$ cat config.mk
export PLATFORM = sky130hd
export DESIGN_NAME = colored_access_monitor
export DESIGN_NICKNAME = d
export VERILOG_FILES = /design/src/rtl/cam_pkg.sv /design/src/rtl/cam_range_table.sv /design/src/rtl/cam_owned_set.sv /design/src/rtl/cam_trap_ctrl.sv /design/src/rtl/colored_access_monitor.sv
export SDC_FILE = /design/constraint.sdc
export NUM_CORES = 2
export LEC_CHECK = 0
export BUFFER_PORTS_ARGS = -buffer_cell sky130_fd_sc_hd__buf_4
export CORE_ASPECT_RATIO = 2
export CORE_MARGIN = 1.5
export CORE_UTILIZATION = 30
export DETAILED_ROUTE_END_ITERATION = 10
export GPL_TIMING_DRIVEN = 0
export SETUP_SLACK_MARGIN = 0.05
export SKIP_CTS_REPAIR_TIMING = 1
export SKIP_LAST_GASP = 1
export SLEW_MARGIN = 20
export SYNTH_ARGS = -nofsm -noshare
export SYNTH_HDL_FRONTEND = slang
export SYNTH_HIERARCHICAL = 1
export SYNTH_SLANG_ARGS = --single-unit
$ cat constraint.sdc
create_clock -name clk -period 10.6 [get_ports clk]
set_input_delay 0 -clock clk [delete_from_list [all_inputs] [get_ports clk]]
set_output_delay 0 -clock clk [all_outputs]
set_load 0.005 [all_outputs]
$ cat src/rtl/cam_pkg.sv
package cam_pkg;
   typedef enum logic {
      HOLD_IDLE = 1'b0,
      HOLD_TRAP = 1'b1
   } hold_state_e;
endpackage

$ cat src/rtl/cam_range_table.sv
module cam_range_table #(
   parameter int ADDR_W  = 32,
   parameter int COLOR_W = 6,
   parameter int N       = 8,
   localparam int IDX_W  = $clog2(N)
) (
   input  logic               clk,
   input  logic               rst_n,
   input  logic               wr_en,
   input  logic [IDX_W-1:0]   wr_idx,
   input  logic               wr_valid,
   input  logic [ADDR_W-1:0]  wr_base,
   input  logic [ADDR_W-1:0]  wr_limit,
   input  logic [COLOR_W-1:0] wr_color,
   input  logic [ADDR_W-1:0]  lk_addr,
   output logic               lk_hit,
   output logic [COLOR_W-1:0] lk_color
);
   logic [N-1:0]       ent_v;
   logic [ADDR_W-1:0]  ent_base  [N];
   logic [ADDR_W-1:0]  ent_limit [N];
   logic [COLOR_W-1:0] ent_color [N];
   logic [N-1:0]       hit_vec;

   always_ff @(posedge clk) begin
      if (!rst_n) begin
         ent_v <= '0;
         for (int i = 0; i < N; i++) begin
            ent_base[i]  <= '0;
            ent_limit[i] <= '0;
            ent_color[i] <= '0;
         end
      end else if (wr_en) begin
         ent_v[wr_idx]     <= wr_valid;
         ent_base[wr_idx]  <= wr_base;
         ent_limit[wr_idx] <= wr_limit;
         ent_color[wr_idx] <= wr_color;
      end
   end

   for (genvar g = 0; g < N; g++) begin : g_cmp
      assign hit_vec[g] = ent_v[g] && (lk_addr >= ent_base[g]) && (lk_addr <= ent_limit[g]);
   end

   // lowest index wins: scan downward so the last assignment is the lowest hit
   always_comb begin
      lk_color = '0;
      for (int i = N - 1; i >= 0; i--) begin
         if (hit_vec[i]) lk_color = ent_color[i];
      end
   end
   assign lk_hit = |hit_vec;

   // an invalidated entry stops matching from the next cycle on
   a_r10_inval_no_match: assert property (@(posedge clk) disable iff (!rst_n)
      (wr_en && !wr_valid) |=> !hit_vec[$past(wr_idx)]);
endmodule

$ cat src/rtl/cam_owned_set.sv
module cam_owned_set #(
   parameter int COLOR_W = 6,
   parameter int N       = 8,
   localparam int IDX_W  = $clog2(N)
) (
   input  logic               clk,
   input  logic               rst_n,
   input  logic               add_en,
   input  logic [COLOR_W-1:0] add_color,
   input  logic               rm_en,
   input  logic [IDX_W-1:0]   rm_idx,
   input  logic [COLOR_W-1:0] chk_color,
   output logic               chk_owned,
   output logic [IDX_W-1:0]   free_idx,
   output logic               full
);
   logic [N-1:0]       slot_v;
   logic [COLOR_W-1:0] slot_c [N];
   logic [N-1:0]       match_vec;

   for (genvar g = 0; g < N; g++) begin : g_match
      assign match_vec[g] = slot_v[g] && (slot_c[g] == chk_color);
   end
   assign chk_owned = |match_vec;
   assign full      = &slot_v;

   always_comb begin
      free_idx = '0;
      for (int i = N - 1; i >= 0; i--) begin
         if (!slot_v[i]) free_idx = IDX_W'(i);
      end
   end

   always_ff @(posedge clk) begin
      if (!rst_n) begin
         slot_v <= '0;
         for (int i = 0; i < N; i++) slot_c[i] <= '0;
      end else begin
         if (rm_en) slot_v[rm_idx] <= 1'b0;
         if (add_en && !full) begin
            slot_v[free_idx] <= 1'b1;
            slot_c[free_idx] <= add_color;
         end
      end
   end

   // an accepted add lands in the slot advertised the cycle before
   a_r7_add_lands: assert property (@(posedge clk) disable iff (!rst_n)
      (add_en && !full) |=> slot_v[$past(free_idx)]);
   // a remove frees its slot unless an add claims it on the same edge
   a_r8_rm_clears: assert property (@(posedge clk) disable iff (!rst_n)
      (rm_en && !(add_en && !full && free_idx == rm_idx)) |=> !slot_v[$past(rm_idx)]);
endmodule

$ cat src/rtl/cam_trap_ctrl.sv
module cam_trap_ctrl
   import cam_pkg::*;
#(
   parameter int COLOR_W = 6
) (
   input  logic               clk,
   input  logic               rst_n,
   input  logic               acc_valid,
   input  logic               need_trap,
   input  logic [COLOR_W-1:0] hit_color,
   input  logic               trap_ack,
   output logic               acc_ready,
   output logic               trap_valid,
   output logic [COLOR_W-1:0] trap_color
);
   hold_state_e        st;
   logic [COLOR_W-1:0] color_q;

   always_ff @(posedge clk) begin
      if (!rst_n) begin
         st      <= HOLD_IDLE;
         color_q <= '0;
      end else begin
         case (st)
            HOLD_IDLE: if (acc_valid && need_trap) begin
               st      <= HOLD_TRAP;
               color_q <= hit_color;
            end
            HOLD_TRAP: if (trap_ack) st <= HOLD_IDLE;
            default:   st <= HOLD_IDLE;
         endcase
      end
   end

   assign acc_ready  = (st == HOLD_IDLE) && acc_valid && !need_trap;
   assign trap_valid = (st == HOLD_TRAP);
   assign trap_color = color_q;

   // trap and its color persist until acknowledged
   a_r6_hold_until_ack: assert property (@(posedge clk) disable iff (!rst_n)
      (trap_valid && !trap_ack) |=> (trap_valid && $stable(trap_color)));
   // no access slips through while a trap is pending
   a_r6_block_access: assert property (@(posedge clk) disable iff (!rst_n)
      trap_valid |-> !acc_ready);
   // an acknowledge clears the trap on the next cycle
   a_r6_ack_clears: assert property (@(posedge clk) disable iff (!rst_n)
      (trap_valid && trap_ack) |=> !trap_valid);
endmodule

$ cat src/rtl/colored_access_monitor.sv
module colored_access_monitor #(
   parameter int ADDR_W  = 32,
   parameter int COLOR_W = 6,
   parameter int RANGE_N = 8,
   parameter int OWN_N   = 8,
   localparam int RIDX_W = $clog2(RANGE_N),
   localparam int OIDX_W = $clog2(OWN_N)
) (
   input  logic               clk,
   input  logic               rst_n,
   input  logic               acc_valid,
   input  logic               acc_store,
   input  logic [ADDR_W-1:0]  acc_addr,
   output logic               acc_ready,
   output logic               trap_valid,
   output logic [COLOR_W-1:0] trap_color,
   input  logic               trap_ack,
   input  logic               tbl_wr_en,
   input  logic [RIDX_W-1:0]  tbl_wr_idx,
   input  logic               tbl_wr_valid,
   input  logic [ADDR_W-1:0]  tbl_wr_base,
   input  logic [ADDR_W-1:0]  tbl_wr_limit,
   input  logic [COLOR_W-1:0] tbl_wr_color,
   input  logic               add_en,
   input  logic [COLOR_W-1:0] add_color,
   output logic [OIDX_W-1:0]  add_slot,
   output logic               add_full,
   input  logic               rm_en,
   input  logic [OIDX_W-1:0]  rm_slot
);
   if (RANGE_N < 2 || (1 << RIDX_W) != RANGE_N) begin : g_chk_range
      $error("RANGE_N must be a power of two of at least 2");
   end
   if (OWN_N < 2 || (1 << OIDX_W) != OWN_N) begin : g_chk_own
      $error("OWN_N must be a power of two of at least 2");
   end
   if (COLOR_W < 1 || ADDR_W < 1) begin : g_chk_width
      $error("ADDR_W and COLOR_W must be positive");
   end

   logic               lk_hit;
   logic [COLOR_W-1:0] lk_color;
   logic               owned;
   logic               need_trap;
   logic               kind_unused;

   // the access kind never enters the decision
   assign kind_unused = acc_store;

   cam_range_table #(.ADDR_W(ADDR_W), .COLOR_W(COLOR_W), .N(RANGE_N)) u_tbl (
      .clk(clk), .rst_n(rst_n),
      .wr_en(tbl_wr_en), .wr_idx(tbl_wr_idx), .wr_valid(tbl_wr_valid),
      .wr_base(tbl_wr_base), .wr_limit(tbl_wr_limit), .wr_color(tbl_wr_color),
      .lk_addr(acc_addr), .lk_hit(lk_hit), .lk_color(lk_color)
   );

   cam_owned_set #(.COLOR_W(COLOR_W), .N(OWN_N)) u_own (
      .clk(clk), .rst_n(rst_n),
      .add_en(add_en), .add_color(add_color),
      .rm_en(rm_en), .rm_idx(rm_slot),
      .chk_color(lk_color), .chk_owned(owned),
      .free_idx(add_slot), .full(add_full)
   );

   assign need_trap = lk_hit && !owned;

   cam_trap_ctrl #(.COLOR_W(COLOR_W)) u_trap (
      .clk(clk), .rst_n(rst_n),
      .acc_valid(acc_valid), .need_trap(need_trap), .hit_color(lk_color),
      .trap_ack(trap_ack),
      .acc_ready(acc_ready), .trap_valid(trap_valid), .trap_color(trap_color)
   );

   // a trap only opens in response to a presented access
   a_r3_trap_has_cause: assert property (@(posedge clk) disable iff (!rst_n)
      $rose(trap_valid) |-> $past(acc_valid));
   // acceptance implies a presented access
   a_r2_ready_needs_valid: assert property (@(posedge clk) disable iff (!rst_n)
      acc_ready |-> acc_valid);
   // a full set keeps its contents when an add is attempted without a remove
   a_r7_full_sticks: assert property (@(posedge clk) disable iff (!rst_n)
      (add_full && !rm_en) |=> add_full);
endmodule

Word-level counts from Yosys, hierarchy flattened
Memory sizes are Yosys's and may differ from the RTL's.
Cells that the tools add are included.
Cells by class
  order comparisons: 22
  eq/ne operators: 8
  multiplexer cells: 48
  bitwise gates (word level): 4
  reduce and logical (&&, ||, !) cells: 43
Operators by type and width (number)
  32-bit >= comparator: 8
  32-bit less-or-equal comparator: 8
  32-bit two-way mux: 2
  32-bit OR reduction: 2
  6-bit two-way mux: 10
  6-bit == test: 8
  3-bit two-way mux: 12
  1-bit logical AND: 32
  8-bit two-way mux: 3
  1-bit two-way mux: 16
  8-bit OR reduction: 2
  3-bit by 4-bit less-than comparator with 1-bit output (second input constant): 3
  6-bit OR reduction: 2
  1-bit demux with 3-bit select: 3
  3-bit by 1-bit >= comparator with 1-bit output (second input constant): 3
  8-bit AND: 1
  8-bit bitwise mux: 1
  8-bit NOT: 1
  8-bit bitwise OR: 1
  8-bit AND reduction: 1
  1-bit logical NOT: 3
  1-bit case mux with 2 select lines: 1
  2-bit AND reduction: 1
  1-bit NOT: 1
Word-level totals
  register bits: 23
  bits in writable memories: 608
  input port bits: 123
  output and inout port bits: 12
  memories kept: 4
Memories
  u_tbl.ent_base: words 8, width 32, read ports 8, clocked after memory_dff 0, wr ports 8, line cam_range_table.sv:20  | logic [ADDR_W-1:0] ent_base [N];
  u_tbl.ent_limit: words 8, width 32, read ports 8, clocked after memory_dff 0, wr ports 8, line cam_range_table.sv:21  | logic [ADDR_W-1:0] ent_limit [N];
  u_own.slot_c: words 8, width 6, read ports 8, clocked after memory_dff 0, wr ports 8, line cam_owned_set.sv:18  | logic [COLOR_W-1:0] slot_c [N];
  u_tbl.ent_color: words 8, width 6, read ports 8, clocked after memory_dff 0, wr ports 8, line cam_range_table.sv:22  | logic [COLOR_W-1:0] ent_color [N];

Longest topological paths before layout
  word-level depth: 19
  depth in mapped cells: 22
  depth with buffers taken out: 19

Cells and area by module
Netlist, hierarchy kept.
Modules (own cells, without submodules)
  cam_range_table: instances 1, cells an instance 3104, area each 34274.1 um^2
  cam_owned_set: instances 1, cells an instance 238, area each 2834.0 um^2
  cam_trap_ctrl: instances 1, cells an instance 31, area each 294.0 um^2
  colored_access_monitor: instances 1, cells an instance 1, area each 13.8 um^2

Worst setup path after synthesis
Ideal clock, no wire load.
  path type: in2reg
  start point: input port tbl_wr_idx[0]
  end point: memory u_tbl.ent_base[0][0] (enable)
  setup time: 0.605 ns
  data arrival time: 5.379 ns
  data required time: 9.995 ns
  slack: 4.617 ns
  stages on the path: 2
  cell sequence: nand2b_1 -> o31ai_1
RTL lines
  from (decl): line colored_access_monitor.sv:19  | input logic [RIDX_W-1:0] tbl_wr_idx,
  to (decl): line cam_range_table.sv:20

==> impl_metrics.env <==
export IMPL_vias=26227
export IMPL_worst_setup_path_start_kind="flip-flop"
export IMPL_synth_edf_count=608
export IMPL_min_period_ns=6.583
export IMPL_r2r_cells=22
export IMPL_cts_root_buffer="clkbuf_16"
export IMPL_grt_max_degree=26
export IMPL_die_area_sq_um=127000
export IMPL_worstMarginPinSlew_ns=1.089
export IMPL_gp_congestion=0.8617
export IMPL_async_flop_share_pct=0
export IMPL_placed_area_sq_um=41450
export IMPL_p_per_area_nw_per_um2=133.3
export IMPL_ys_flop_type="edfxtp_1"
export IMPL_rows=183
export IMPL_maxSlewViolCount=0
export IMPL_path_depth=22
export IMPL_die_x_um=252.7
export IMPL_seqPwrFrac_pct=49.7
export IMPL_hold_class="in -> reg"
export IMPL_status="finished, final reports clean"
export IMPL_power_switching_w=0.001548
export IMPL_drtIter0Drc=1365
export IMPL_clk_pin_slew_worst_paths_ns=0.07
export IMPL_netlist_top_cells_count="and2_1, edfxtp_1, inv_1, ha_1, a21oi_1"
export IMPL_grt_overflow=0
export IMPL_fin_nets=4330
export IMPL_ys_top_cells_by_area="edfxtp_1, ha_1, and2_1"
export IMPL_cts_tree="done"
export IMPL_vias_per_cell=4.851
export IMPL_antenna_found_initial=7
export IMPL_rsz0062_at_grt="false"
export IMPL_grt_total_usage_pct=17.88
export IMPL_drcViolationCount=0
export IMPL_internal_power_w=0.004338
export IMPL_crit_path_max_incr_delay_ns=0.74
export IMPL_peakVddDrop_uv=135.5
export IMPL_combPwrFrac_pct=15.3
export IMPL_final_cell_area_sq_um=44170
export IMPL_cp_buffers_inverters=4
export IMPL_maxCapViolations=0
export IMPL_syn_cell_area_sq_um=37420
export IMPL_path_delay_family="simple AND/OR/NAND/NOR gates"
export IMPL_drive_gt1_share_pct=8.561
export IMPL_synth_nets=4009
export IMPL_yosys_warnings=6
export IMPL_area_delta_synth_final_pct=18.05
export IMPL_die_h_um=502.4
export IMPL_finClkSkew_ns=0.03410
export IMPL_switching_share_pct=26.30
export IMPL_hold_ws_ns=0.07606
export IMPL_hold_depth=4
export IMPL_critPathKind="reg -> reg"
export IMPL_synth_area_per_cell_sq_um=11.09
export IMPL_cp_cell_sequence="inv_1 -> ha_1 -> nand2_1 -> or2_2 -> nor3_1 -> o221ai_1 -> nor3b_1 -> o22a_1 -> a21oi_2 -> o221ai_1 -> a32oi_1 -> buf_2 -> xnor2_1 -> nand4_1 -> nor4_1 -> nor4_1 -> nand2_1 -> nor2b_4 -> and3b_1 -> buf_6 -> o21a_1 -> dlygate4sd3_1"
export IMPL_synth_top_area_share_pct=48.80
export IMPL_setup_violations=0
export IMPL_ys_types=73
export IMPL_finalHoldViolations=0
export IMPL_end_kind="flip-flop"
export IMPL_crit_path_top_delay_cell="nor3_1"
export IMPL_path_max_fanout=8
export IMPL_synth_area_leader_cell="edfxtp_1"
export IMPL_wl_um=114800
export IMPL_synth_seq_cells=631
export IMPL_first_pass_iters=5
export IMPL_utilization_pct=35.59
export IMPL_grt_pass1_vias=26174
export IMPL_clk_latency_ns=0.64
export IMPL_numClockSinks=631
export IMPL_fin_total_pwr_w=0.005886
export IMPL_slew_headroom_pct=26.75
export IMPL_numCtsBuffers=53
export IMPL_portBuffers=132
export IMPL_leakagePower_nw=18.94
export IMPL_yosysMostFrequentCell="and2_1"
export IMPL_core_area_sq_um=124100
export IMPL_initial_core_util_pct=30.15
export IMPL_ctsHtreeMaxLevel=2
export IMPL_p_clk_share_pct=35.0
export IMPL_required_ns=11.13
export IMPL_max_freq_ghz=0.1519
export IMPL_seq_area_frac_synth_pct=50.03
export IMPL_synthCells=3374
export IMPL_arrival_ns=7.11
export IMPL_num_io_pins=135
export IMPL_ant_nets=0
export IMPL_max_clock_path_buffers=3
export IMPL_dp_hpwl_um=88070
export IMPL_grt_pass1_wl_um=164500
export IMPL_wire_per_inst_um=21.24
export IMPL_place_ws_ns=4.408
export IMPL_period_share_pct=62.10
export IMPL_worst_slack_ns=4.017
==> registers in the layout, summed over array words and instances (netlist names) <==
signal / flops
u_trap/trap_color: 6
u_tbl/ent_v: 8
u_own/slot_v: 8
u_own/slot_c: 48
u_tbl/ent_color: 48
u_tbl/ent_limit: 256
u_trap/trap_valid: 1
u_tbl/ent_base: 256
==> area by class of cell <==
type	instances	area, sq um
Clock inverter	26	280.3
Timing Repair Buffer	266	2741
Tap cell	1665	2083
Fill cell	12315	79930
Multi-Input combinational cell	2147	16560
Buffer	72	305.3
Antenna cell	3	7.507
Clock buffer	72	1509
Sequential cell	631	18720
Inverter	524	1967
==> routing by layer <==
layer	up-vias	part of all wire (%)	GRT usage [%]	wire length (um)
met5	-	0.036	0	41
li1	12508	-	-	-
met1	12791	35	17.17	39910
met2	626	53	34.33	60990
met4	6	8.4	13.46	9686
met3	296	3.7	2.139	4217
==> cell usage in the layout, fill, tap and decap left out, types with 54 or more instances in the layout <==
cell type and count:
and2_1 616, ha_1 512, inv_1 524, clkbuf_16 54
clkbuf_1 68, buf_4 135, a21oi_1 134, o21ai_0 100
edfxtp_1 608, nand2_1 116, nor2_1 76, dlygate4sd3_1 92
nand4_1 77
==> kinds of logic after synthesis <==
group	after synthesis	share of synthesized area [%]
AOI/OAI and AO/OA	488	8.547
xor gates and xnor gates	48	1.124
adders and majority gates	512	17.12
buffers and inverters	596	6.073
DFF	631	50.03
muxes	6	0.1605
and+or+nand+nor	1093	16.95
==> worst paths after layout <==
path | to | start | slack (ns)
max | u_trap/trap_valid$_SDFF_PN0_ | u_tbl/ent_limit[1][15]$_SDFFCE_PN0P_ | 4.02
min | u_own/slot_v[3]$_SDFF_PN0_ | add_en | 0.08
max reg2reg | u_trap/trap_valid$_SDFF_PN0_ | u_tbl/ent_limit[1][15]$_SDFFCE_PN0P_ | 4.02
min reg2reg | u_trap/trap_color[1]$_SDFFE_PN0P_ | u_trap/trap_color[1]$_SDFFE_PN0P_ | 0.47
==> through the flow <==
step	TNS (ns)	cells
floorplan	0	3374
global placement	-9.314	5171
detailed placement	0	5213
CTS	0	5311
global route	0	5406
finish	0	5406
==> worst reg2reg max path, delay by kind of cell (launching register included) <==
family	cells	cell delay (ns)
buffers and inverters	4	1.13
AO/OA/AOI/OAI	6	2.15
XOR/XNOR	1	0.16
flip-flops	1	0.33
adder cells (fa/ha/maj)	1	0.29
AND/OR/NAND/NOR	10	2.43
==> power by group through the flow <==
stage	combinational, W	sequential (W)	clock (W)
6_report	0.000899	0.00293	0.00206
5_1_grt	0.00100	0.00294	0.00217
4_1_cts	0.000877	0.00293	0.00210
3_5_place_dp	0.000872	0.00298	0
3_3_place_gp	0.000796	0.00302	0
2_1_floorplan	0.000476	0.00299	0
(Power assumes the default switching activity.)
